==> config.mk <==
export PLATFORM = sky130hd
export DESIGN_NAME = buf_pool_mgr
export DESIGN_NICKNAME = d
export VERILOG_FILES = /design/src/rtl/fbm_pkg.sv /design/src/rtl/fbm_free_list.sv /design/src/rtl/fbm_port_quota.sv /design/src/rtl/fbm_len_check.sv /design/src/rtl/buf_pool_mgr.sv
export SDC_FILE = /design/constraint.sdc
export NUM_CORES = 1
export LEC_CHECK = 0
export BUFFER_PORTS_ARGS = -buffer_cell sky130_fd_sc_hd__clkbuf_2
export CAP_MARGIN = 40
export CORE_UTILIZATION = 30
export DETAILED_ROUTE_END_ITERATION = 8
export SYNTH_ARGS = -nofsm -noshare
export SYNTH_HDL_FRONTEND = slang
export SYNTH_SLANG_ARGS = --single-unit
==> constraint.sdc <==
create_clock -name clk -period 9.1 [get_ports clk]
set_input_delay 1.365 -clock clk [delete_from_list [all_inputs] [get_ports clk]]
set_output_delay 1.365 -clock clk [all_outputs]
set_load 0.01 [all_outputs]
==> src/rtl/fbm_pkg.sv <==
package fbm_pkg;

    localparam int BLK_BYTES     = 128;
    localparam int BLK_SHIFT     = 7;
    localparam int LEN_W         = 13;
    localparam int STD_MAX_BYTES = 1522;
    localparam int EXT_CAP_BYTES = 4096;
    localparam int NBLK_W        = LEN_W - BLK_SHIFT + 1;

    typedef enum logic [0:0] {
        FL_INIT = 1'b0,
        FL_RUN  = 1'b1
    } fl_state_e;

    function automatic logic [NBLK_W-1:0] blocks_of(input logic [LEN_W-1:0] nbytes);
        logic [LEN_W:0] t;
        t = {1'b0, nbytes} + (LEN_W+1)'(BLK_BYTES - 1);
        return t[LEN_W:BLK_SHIFT];
    endfunction

endpackage

==> src/rtl/fbm_free_list.sv <==
module fbm_free_list
    import fbm_pkg::*;
#(
    parameter int NUM_BLOCKS = 64,
    parameter int H_W        = $clog2(NUM_BLOCKS),
    parameter int C_W        = $clog2(NUM_BLOCKS + 1)
) (
    input  logic           clk,
    input  logic           rst_n,
    input  logic           pop,
    input  logic           push,
    input  logic [H_W-1:0] push_handle,
    output logic [H_W-1:0] head,
    output logic [C_W-1:0] count,
    output logic           busy
);

    localparam logic [H_W-1:0] LAST_IDX = H_W'(NUM_BLOCKS - 1);
    localparam logic [C_W-1:0] FULL_CNT = C_W'(NUM_BLOCKS);

    typedef struct packed {
        fl_state_e      state;
        logic [H_W-1:0] head;
        logic [C_W-1:0] count;
        logic [H_W-1:0] init_ptr;
    } fl_regs_t;

    fl_regs_t       fl_d, fl_q;
    logic [H_W-1:0] link_q [NUM_BLOCKS];
    logic           lk_we_d;
    logic [H_W-1:0] lk_addr_d;
    logic [H_W-1:0] lk_data_d;
    logic           pop_ok, push_ok;

    assign pop_ok  = (fl_q.state == FL_RUN) && pop && (fl_q.count != '0);
    assign push_ok = (fl_q.state == FL_RUN) && push && (fl_q.count != FULL_CNT);

    always_comb begin
        fl_d      = fl_q;
        lk_we_d   = 1'b0;
        lk_addr_d = '0;
        lk_data_d = '0;
        if (fl_q.state == FL_INIT) begin
            lk_we_d   = 1'b1;
            lk_addr_d = fl_q.init_ptr;
            lk_data_d = fl_q.init_ptr + 1'b1;
            if (fl_q.init_ptr == LAST_IDX) begin
                fl_d.state = FL_RUN;
                fl_d.head  = '0;
                fl_d.count = FULL_CNT;
            end else begin
                fl_d.init_ptr = fl_q.init_ptr + 1'b1;
            end
        end else if (pop_ok && push_ok) begin
            lk_we_d   = 1'b1;
            lk_addr_d = push_handle;
            lk_data_d = link_q[fl_q.head];
            fl_d.head = push_handle;
        end else if (pop_ok) begin
            fl_d.head  = link_q[fl_q.head];
            fl_d.count = fl_q.count - 1'b1;
        end else if (push_ok) begin
            lk_we_d    = 1'b1;
            lk_addr_d  = push_handle;
            lk_data_d  = fl_q.head;
            fl_d.head  = push_handle;
            fl_d.count = fl_q.count + 1'b1;
        end
    end

    always_ff @(posedge clk or negedge rst_n) begin
        if (!rst_n) begin
            fl_q.state    <= FL_INIT;
            fl_q.head     <= '0;
            fl_q.count    <= '0;
            fl_q.init_ptr <= '0;
        end else begin
            fl_q <= fl_d;
        end
    end

    always_ff @(posedge clk) begin
        if (lk_we_d) begin
            link_q[lk_addr_d] <= lk_data_d;
        end
    end

    assign head  = fl_q.head;
    assign count = fl_q.count;
    assign busy  = (fl_q.state == FL_INIT);

    assert_busy_empty_R1: assert property (@(posedge clk) disable iff (!rst_n)
        busy |-> (count == '0));

    assert_count_bound_R11: assert property (@(posedge clk) disable iff (!rst_n)
        count <= FULL_CNT);

    assert_pop_dec_R2: assert property (@(posedge clk) disable iff (!rst_n)
        (pop_ok && !push_ok) |=> (count == $past(count) - 1'b1));

    assert_both_stable_R5: assert property (@(posedge clk) disable iff (!rst_n)
        (pop_ok && push_ok) |=> (count == $past(count) && head == $past(push_handle)));

endmodule

==> src/rtl/fbm_port_quota.sv <==
module fbm_port_quota #(
    parameter int NUM_PORTS  = 4,
    parameter int NUM_BLOCKS = 64,
    parameter int P_W        = $clog2(NUM_PORTS),
    parameter int C_W        = $clog2(NUM_BLOCKS + 1)
) (
    input  logic                           clk,
    input  logic                           rst_n,
    input  logic [P_W-1:0]                 req_port,
    input  logic                           take,
    input  logic                           give,
    input  logic [P_W-1:0]                 give_port,
    input  logic [NUM_PORTS-1:0][C_W-1:0]  cfg_resv,
    input  logic [NUM_PORTS-1:0][C_W-1:0]  cfg_limit,
    output logic                           allow
);

    localparam int S_W = C_W + P_W + 1;

    typedef struct packed {
        logic [NUM_PORTS-1:0][C_W-1:0] used;
    } pq_regs_t;

    pq_regs_t       pq_d, pq_q;
    logic [S_W-1:0] excess [NUM_PORTS];
    logic [S_W-1:0] resv_sum, shared_used, shared_size, used_total;
    logic [C_W-1:0] used_sel;

    for (genvar gi = 0; gi < NUM_PORTS; gi++) begin : g_excess
        assign excess[gi] = (pq_q.used[gi] > cfg_resv[gi])
                          ? S_W'(pq_q.used[gi] - cfg_resv[gi]) : '0;
    end

    always_comb begin
        resv_sum    = '0;
        shared_used = '0;
        used_total  = '0;
        for (int i = 0; i < NUM_PORTS; i++) begin
            resv_sum    = resv_sum + S_W'(cfg_resv[i]);
            shared_used = shared_used + excess[i];
            used_total  = used_total + S_W'(pq_q.used[i]);
        end
        shared_size = (resv_sum >= S_W'(NUM_BLOCKS)) ? '0 : S_W'(NUM_BLOCKS) - resv_sum;
        used_sel    = pq_q.used[req_port];
        allow       = (used_sel < cfg_resv[req_port])
                   || ((used_sel < cfg_limit[req_port]) && (shared_used < shared_size));
    end

    always_comb begin
        pq_d = pq_q;
        for (int i = 0; i < NUM_PORTS; i++) begin
            pq_d.used[i] = pq_q.used[i]
                         + C_W'(take && (req_port == P_W'(i)))
                         - C_W'(give && (give_port == P_W'(i)) && (pq_q.used[i] != '0));
        end
    end

    always_ff @(posedge clk or negedge rst_n) begin
        if (!rst_n) begin
            pq_q <= '0;
        end else begin
            pq_q <= pq_d;
        end
    end

    assert_take_in_quota_R7: assert property (@(posedge clk) disable iff (!rst_n)
        take |-> ((pq_q.used[req_port] < cfg_limit[req_port])
               || (pq_q.used[req_port] < cfg_resv[req_port])));

    assert_held_bound_R11: assert property (@(posedge clk) disable iff (!rst_n)
        used_total <= S_W'(NUM_BLOCKS));

endmodule

==> src/rtl/fbm_len_check.sv <==
module fbm_len_check
    import fbm_pkg::*;
#(
    parameter int NUM_PORTS = 4,
    parameter int P_W       = $clog2(NUM_PORTS)
) (
    input  logic                 clk,
    input  logic                 rst_n,
    input  logic [P_W-1:0]       len_port,
    input  logic [LEN_W-1:0]     len_bytes,
    input  logic [NUM_PORTS-1:0] cfg_ext_en,
    input  logic [LEN_W-1:0]     cfg_ext_max,
    output logic                 oversize
);

    localparam logic [LEN_W-1:0] STD_MAX = LEN_W'(STD_MAX_BYTES);
    localparam logic [LEN_W-1:0] EXT_CAP = LEN_W'(EXT_CAP_BYTES);

    logic [LEN_W-1:0]  max_bytes;
    logic [NBLK_W-1:0] need_blk, max_blk;
    logic              ext_sel;

    always_comb begin
        ext_sel   = cfg_ext_en[len_port];
        max_bytes = ext_sel ? ((cfg_ext_max > EXT_CAP) ? EXT_CAP : cfg_ext_max) : STD_MAX;
        need_blk  = blocks_of(len_bytes);
        max_blk   = blocks_of(max_bytes);
        oversize  = need_blk > max_blk;
    end

    assert_std_len_R9: assert property (@(posedge clk) disable iff (!rst_n)
        (oversize && !ext_sel) |-> (len_bytes > LEN_W'(12 * BLK_BYTES)));

    assert_ext_cap_R10: assert property (@(posedge clk) disable iff (!rst_n)
        (ext_sel && len_bytes > EXT_CAP) |-> oversize);

endmodule

==> src/rtl/buf_pool_mgr.sv <==
module buf_pool_mgr
    import fbm_pkg::*;
#(
    parameter int NUM_BLOCKS = 64,
    parameter int NUM_PORTS  = 4,
    parameter int H_W        = $clog2(NUM_BLOCKS),
    parameter int C_W        = $clog2(NUM_BLOCKS + 1),
    parameter int P_W        = $clog2(NUM_PORTS)
) (
    input  logic                          clk,
    input  logic                          rst_n,
    output logic                          init_busy,
    output logic [C_W-1:0]                free_count,
    input  logic                          alloc_req,
    input  logic [P_W-1:0]                alloc_port,
    output logic                          alloc_grant,
    output logic [H_W-1:0]                alloc_handle,
    input  logic                          rel_valid,
    input  logic [P_W-1:0]                rel_port,
    input  logic [H_W-1:0]                rel_handle,
    input  logic [NUM_PORTS-1:0][C_W-1:0] cfg_resv,
    input  logic [NUM_PORTS-1:0][C_W-1:0] cfg_limit,
    input  logic [NUM_PORTS-1:0]          cfg_ext_en,
    input  logic [LEN_W-1:0]              cfg_ext_max,
    input  logic [P_W-1:0]                len_port,
    input  logic [LEN_W-1:0]              len_bytes,
    output logic                          len_oversize
);

    logic quota_ok;
    logic rel_ok;

    assign alloc_grant = alloc_req && !init_busy && (free_count != '0) && quota_ok;
    assign rel_ok      = rel_valid && !init_busy;

    fbm_free_list #(
        .NUM_BLOCKS (NUM_BLOCKS),
        .H_W        (H_W),
        .C_W        (C_W)
    ) u_list (
        .clk         (clk),
        .rst_n       (rst_n),
        .pop         (alloc_grant),
        .push        (rel_ok),
        .push_handle (rel_handle),
        .head        (alloc_handle),
        .count       (free_count),
        .busy        (init_busy)
    );

    fbm_port_quota #(
        .NUM_PORTS  (NUM_PORTS),
        .NUM_BLOCKS (NUM_BLOCKS),
        .P_W        (P_W),
        .C_W        (C_W)
    ) u_quota (
        .clk       (clk),
        .rst_n     (rst_n),
        .req_port  (alloc_port),
        .take      (alloc_grant),
        .give      (rel_ok),
        .give_port (rel_port),
        .cfg_resv  (cfg_resv),
        .cfg_limit (cfg_limit),
        .allow     (quota_ok)
    );

    fbm_len_check #(
        .NUM_PORTS (NUM_PORTS),
        .P_W       (P_W)
    ) u_len (
        .clk         (clk),
        .rst_n       (rst_n),
        .len_port    (len_port),
        .len_bytes   (len_bytes),
        .cfg_ext_en  (cfg_ext_en),
        .cfg_ext_max (cfg_ext_max),
        .oversize    (len_oversize)
    );

    assert_grant_ready_R4: assert property (@(posedge clk) disable iff (!rst_n)
        alloc_grant |-> (free_count != '0 && !init_busy));

    assert_release_ignored_R1: assert property (@(posedge clk) disable iff (!rst_n)
        init_busy |=> (free_count == '0 || free_count == C_W'(NUM_BLOCKS)));

endmodule

==> results.md <==
- The count of synthesis-stage warnings from yosys is 0.
- The buffers plus inverters on the worst setup path is 8.
- The share of layout cells above drive strength 1 is 0.239.
- The pre-antenna-repair detailed-routing pass consisted of 6 iterations.
- The largest individual stage delay along the critical path comes from the cell sky130_fd_sc_hd__fa_1.
- In this run the remaining antenna-violating nets after routing total 0.
- The number of global-route vias before repair was 14000.
- By area the synthesized netlist is led by sky130_fd_sc_hd__edfxtp_1 51%, sky130_fd_sc_hd__mux4_2 15%, sky130_fd_sc_hd__ha_1 6.8%, sky130_fd_sc_hd__dfrtp_1 5.3%, sky130_fd_sc_hd__fa_1 3.1%.
- At the worst endpoint, the required time is 7740 ps.
- The post-synthesis instance total is 1523.
- The final worst setup slack is 359 ps.
- The initial antenna violation count is 5.
- Entering global routing, the biggest net connects 53 pins.
- For the pin with the worst max-slew slack, the measured transition is 820 ps.
- Each instance of the synthesized netlist takes up on average 14.8 sq um.
- The area growth from synthesis to layout is 15.3%.
- The die is 276 microns tall.
- TritonCTS built the clock tree.
- The count of maximum capacitance violations is 0.
- The design draws 4520 uW.
- Counting distinct cell types in the post-synthesis netlist gives 60.
- For the worst-skew pair, the clock arrives at the later sink with an insertion delay of 580 ps.
- The longest individual stage delay on the worst path is 560 ps.
- Based on the critical path, the design can be clocked at up to 114 MHz.
- The synthesized design contains 384 enable-type register cells.
- The number of max-slew violations in the final report is 0.
- The via count is 13300.
- Dividing the detail-routed wire length by the instance count gives 20.6 microns.
- The worst setup path is of the in -> out kind.
- The cell type with the highest aggregate area in the netlist is sky130_fd_sc_hd__edfxtp_1.
- For this design the top-level I/O count stands at 118.
- The share of synthesized area in the top cell type comes to 0.510.
- The worst relative slew slack is 0.453.
- Data on the critical path arrives at its endpoint at 7380 ps.
- The part of the Yosys area used for sequential elements is 0.563.
- Buffers inserted during clock tree synthesis total 44.
- The path class of the lowest-slack min-delay path is reg -> reg.
- The highest metal layer with signal wires is met5.
- After floorplanning, the core was divided into 100 placement rows.
- The combined area of the multi-input logic cells is 9100 sq um.
- The post-placement setup slack is 43.6 ps.
- In the synthesized netlist the dominant register cell turns out to be sky130_fd_sc_hd__edfxtp_1.
- The placer's final routability congestion estimate is 0.897.
- The total power density per cell area is 174 nW/um^2.
- Setup violations remaining at the end of the flow were counted as 0.
- The H-tree was split into 2 levels.
- The cell area after synthesis is 22600 sq um.
- After detailed routing, the number of remaining DRC violations is 0.
- The total wire length after detailed routing is 54900 microns.
- The starting density of the core is 0.304.
- The family with the most delay on the worst path is compound AO/OA/AOI/OAI gates.
- The routed length on met2 is 25700 microns.
- The run finished with clean final reports.
- The launching element type of the critical path is an input port.
- The die area is 76400 sq um.
- The global-route wire length before repair is 84700 microns.
- For this run, asynchronously set or reset flops after synthesis account for 0.111.
- The footprint of the flip-flops and latches is 12700 sq um.
- CTS placed an instance of sky130_fd_sc_hd__clkbuf_16 at the clock tree root.
- Clock skew on the completed layout was measured at 29.2 ps.
- For this run, the total global-route usage over all layers was measured as 0.144.
- The routed design could run at a clock period as short as 8740 ps.
- The number of antenna diodes in the final layout is 0.
- The HPWL after detailed placement is 39500 microns.
- The largest driver fanout on the critical path is 5.
- The floorplan step defined a core boundary enclosing 74400 sq um.
- After the first detailed-routing iteration, the DRC count stood at 1120.
- The largest buffer count on any clock path is 3.
- After the last flow step, the layout net total stands at 1929.
- The width of the die is 276 microns.
- The final standard cell count with taps included and fillers excluded is 2670.
- The number of filler cells placed in the layout is 7044.
- The final count of hold timing violations came to 0.
- During placement, the flow inserted port buffers numbering 117.
- The worst setup path is captured at an output pin.
- For this block, wires on met1 add up to 23600 microns.
- For this design the static power due to leakage is 0.00953 uW.
- In the routed layout, each cell is associated on average with a via count of 5.00.
- The number of cells on the worst reg-to-reg path is 41.
- The post-synthesis register bit count is 432.
- The fraction of the cycle the final worst path needs is 0.961.
- The total overflow left after global routing is 0.
- The clock net sink count is 432.
- The critical path depth in cells is 34.
- Clock-pin slew was measured on the worst setup and hold paths at 60 ps.
- The routed design uses 3730 microns of met3 wire.
- The final hold slack is 595 ps.
- The number of placed instances with taps included is 2591.
- The number of cells on the worst hold path is 2.
- IR analysis of the VDD net gives a maximum drop of 0.164 mV.
cells in the final DEF, fill, tap and decap left out, drive strengths merged, types with 18 or more instances in the layout:
| cell | count |
|---|---|
| fa | 35 |
| nand3 | 21 |
| nor2 | 134 |
| dfrtp | 48 |
| a21o | 41 |
| ha | 122 |
| inv | 141 |
| clkbuf | 169 |
| o21ai | 30 |
| mux4 | 148 |
| buf | 46 |
| a21oi | 61 |
| xor2 | 27 |
| nand2 | 58 |
| edfxtp | 384 |
| clkinv | 18 |
| xnor2 | 49 |
cell usage after synthesis (3+ instances only):
master	instances
sky130_fd_sc_hd__mux2i_1	9
sky130_fd_sc_hd__clkbuf_1	30
sky130_fd_sc_hd__ha_1	122
sky130_fd_sc_hd__nand3b_1	5
sky130_fd_sc_hd__dfrtp_1	48
sky130_fd_sc_hd__a22o_1	5
sky130_fd_sc_hd__or3_1	6
sky130_fd_sc_hd__o22ai_1	9
sky130_fd_sc_hd__mux2_2	3
sky130_fd_sc_hd__or2_2	6
sky130_fd_sc_hd__a21oi_1	61
sky130_fd_sc_hd__a211o_1	4
sky130_fd_sc_hd__o21ai_0	24
sky130_fd_sc_hd__nor4_1	4
sky130_fd_sc_hd__or4_1	4
sky130_fd_sc_hd__nor3b_1	5
sky130_fd_sc_hd__a31oi_1	6
sky130_fd_sc_hd__nand2_1	58
sky130_fd_sc_hd__o22a_1	3
sky130_fd_sc_hd__and2_1	6
sky130_fd_sc_hd__nor2_1	134
sky130_fd_sc_hd__xnor2_1	49
sky130_fd_sc_hd__nor2b_1	17
sky130_fd_sc_hd__nor3_1	13
sky130_fd_sc_hd__xor2_1	27
sky130_fd_sc_hd__o21ai_1	6
sky130_fd_sc_hd__buf_2	7
sky130_fd_sc_hd__and3_1	5
sky130_fd_sc_hd__mux4_2	148
sky130_fd_sc_hd__inv_1	139
sky130_fd_sc_hd__edfxtp_1	384
sky130_fd_sc_hd__buf_1	5
sky130_fd_sc_hd__fa_1	35
sky130_fd_sc_hd__a21o_1	41
sky130_fd_sc_hd__nand4_1	9
sky130_fd_sc_hd__o21bai_1	12
sky130_fd_sc_hd__nand3_1	21
sky130_fd_sc_hd__buf_4	19
sky130_fd_sc_hd__buf_6	4
registers in the layout, summed over array words and instances, names as in the netlist:
signal	count
u_list.link_q	384
u_list.head	6
u_list.fl_q	7
u_quota.pq_q	28
u_list.count	7
through the flow:
| step | utilization | setup TNS (ps) | cell area, sq um |
|---|---|---|---|
| 3_5_place_dp | 0.330 | 0 | 24600 |
| 6_report | 0.350 | 0 | 26100 |
| 4_1_cts | 0.349 | 0 | 26000 |
| 3_3_place_gp | 0.330 | 0 | 24500 |
| 2_1_floorplan | - | 0 | 22600 |
| 5_1_grt | 0.350 | -15.6 | 26100 |
path summary, 6_finish.rpt:
path | startpoint | to | slack (ps)
setup / recovery | cfg_resv[7] | alloc_grant | 360
hold / removal | u_list.fl_q[4]$_DFFE_PN0P_ | u_list.fl_q[4]$_DFFE_PN0P_ | 600
setup reg to reg | u_quota.pq_q[14]$_DFF_PN0_ | u_list.count[5]$_DFFE_PN0P_ | 1130
hold reg to reg | u_list.fl_q[4]$_DFFE_PN0P_ | u_list.fl_q[4]$_DFFE_PN0P_ | 600
max in group asynchronous | rst_n | u_list.head[1]$_DFFE_PN0P_ | 7590
min in group asynchronous | rst_n | u_quota.pq_q[3]$_DFF_PN0_ | 930
where the power goes:
group / switching, uW / internal [uW] / total, uW
registers: 0 / 2130 / 2130
logic: 326 / 273 / 600
clock network: 758 / 1040 / 1790
total: 1080 / 3440 / 4520
cells by family after synthesis:
family / share of synthesized area
DFF: 0.563
and+or+nand+nor: 0.0618
buffers and inverters: 0.0389
AOI/OAI and AO/OA: 0.0541
muxes: 0.153
adders and majority gates: 0.0986
xor gates and xnor gates: 0.0295
other: 0.000166
layer usage:
metal	vias up	global-route usage
met2	472	0.231
met4	10	0.0513
met1	6719	0.193
met5	-	0
met3	120	0.0302
li1	6025	-
layout make-up:
type                            count  area share
Inverter                          140      0.0202
Sequential cell                   432       0.489
Timing Repair Buffer              163      0.0405
Clock inverter                     25      0.0114
Clock buffer                       52      0.0434
Multi-Input combinational cell    889       0.349
Tap cell                          969      0.0465
timing repair:
item | in CTS | in global routing
endpoints found under the setup margin | 0 | 2
setup buffers | 0 | 2
hold buffers | 0 | 0
gates resized for setup | 0 | 12
worst reg2reg max path: cells and delay by family (launching register included):
| family | cells | cell delay, ps |
|---|---|---|
| compound gates | 19 | 3080 |
| fa+ha+maj | 8 | 2660 |
| simple gates | 6 | 740 |
| buf+inv | 5 | 450 |
| flops | 1 | 430 |
| mux | 1 | 270 |
| xor+xnor | 2 | 240 |
Note: power is estimated with default switching activity, not from simulation.
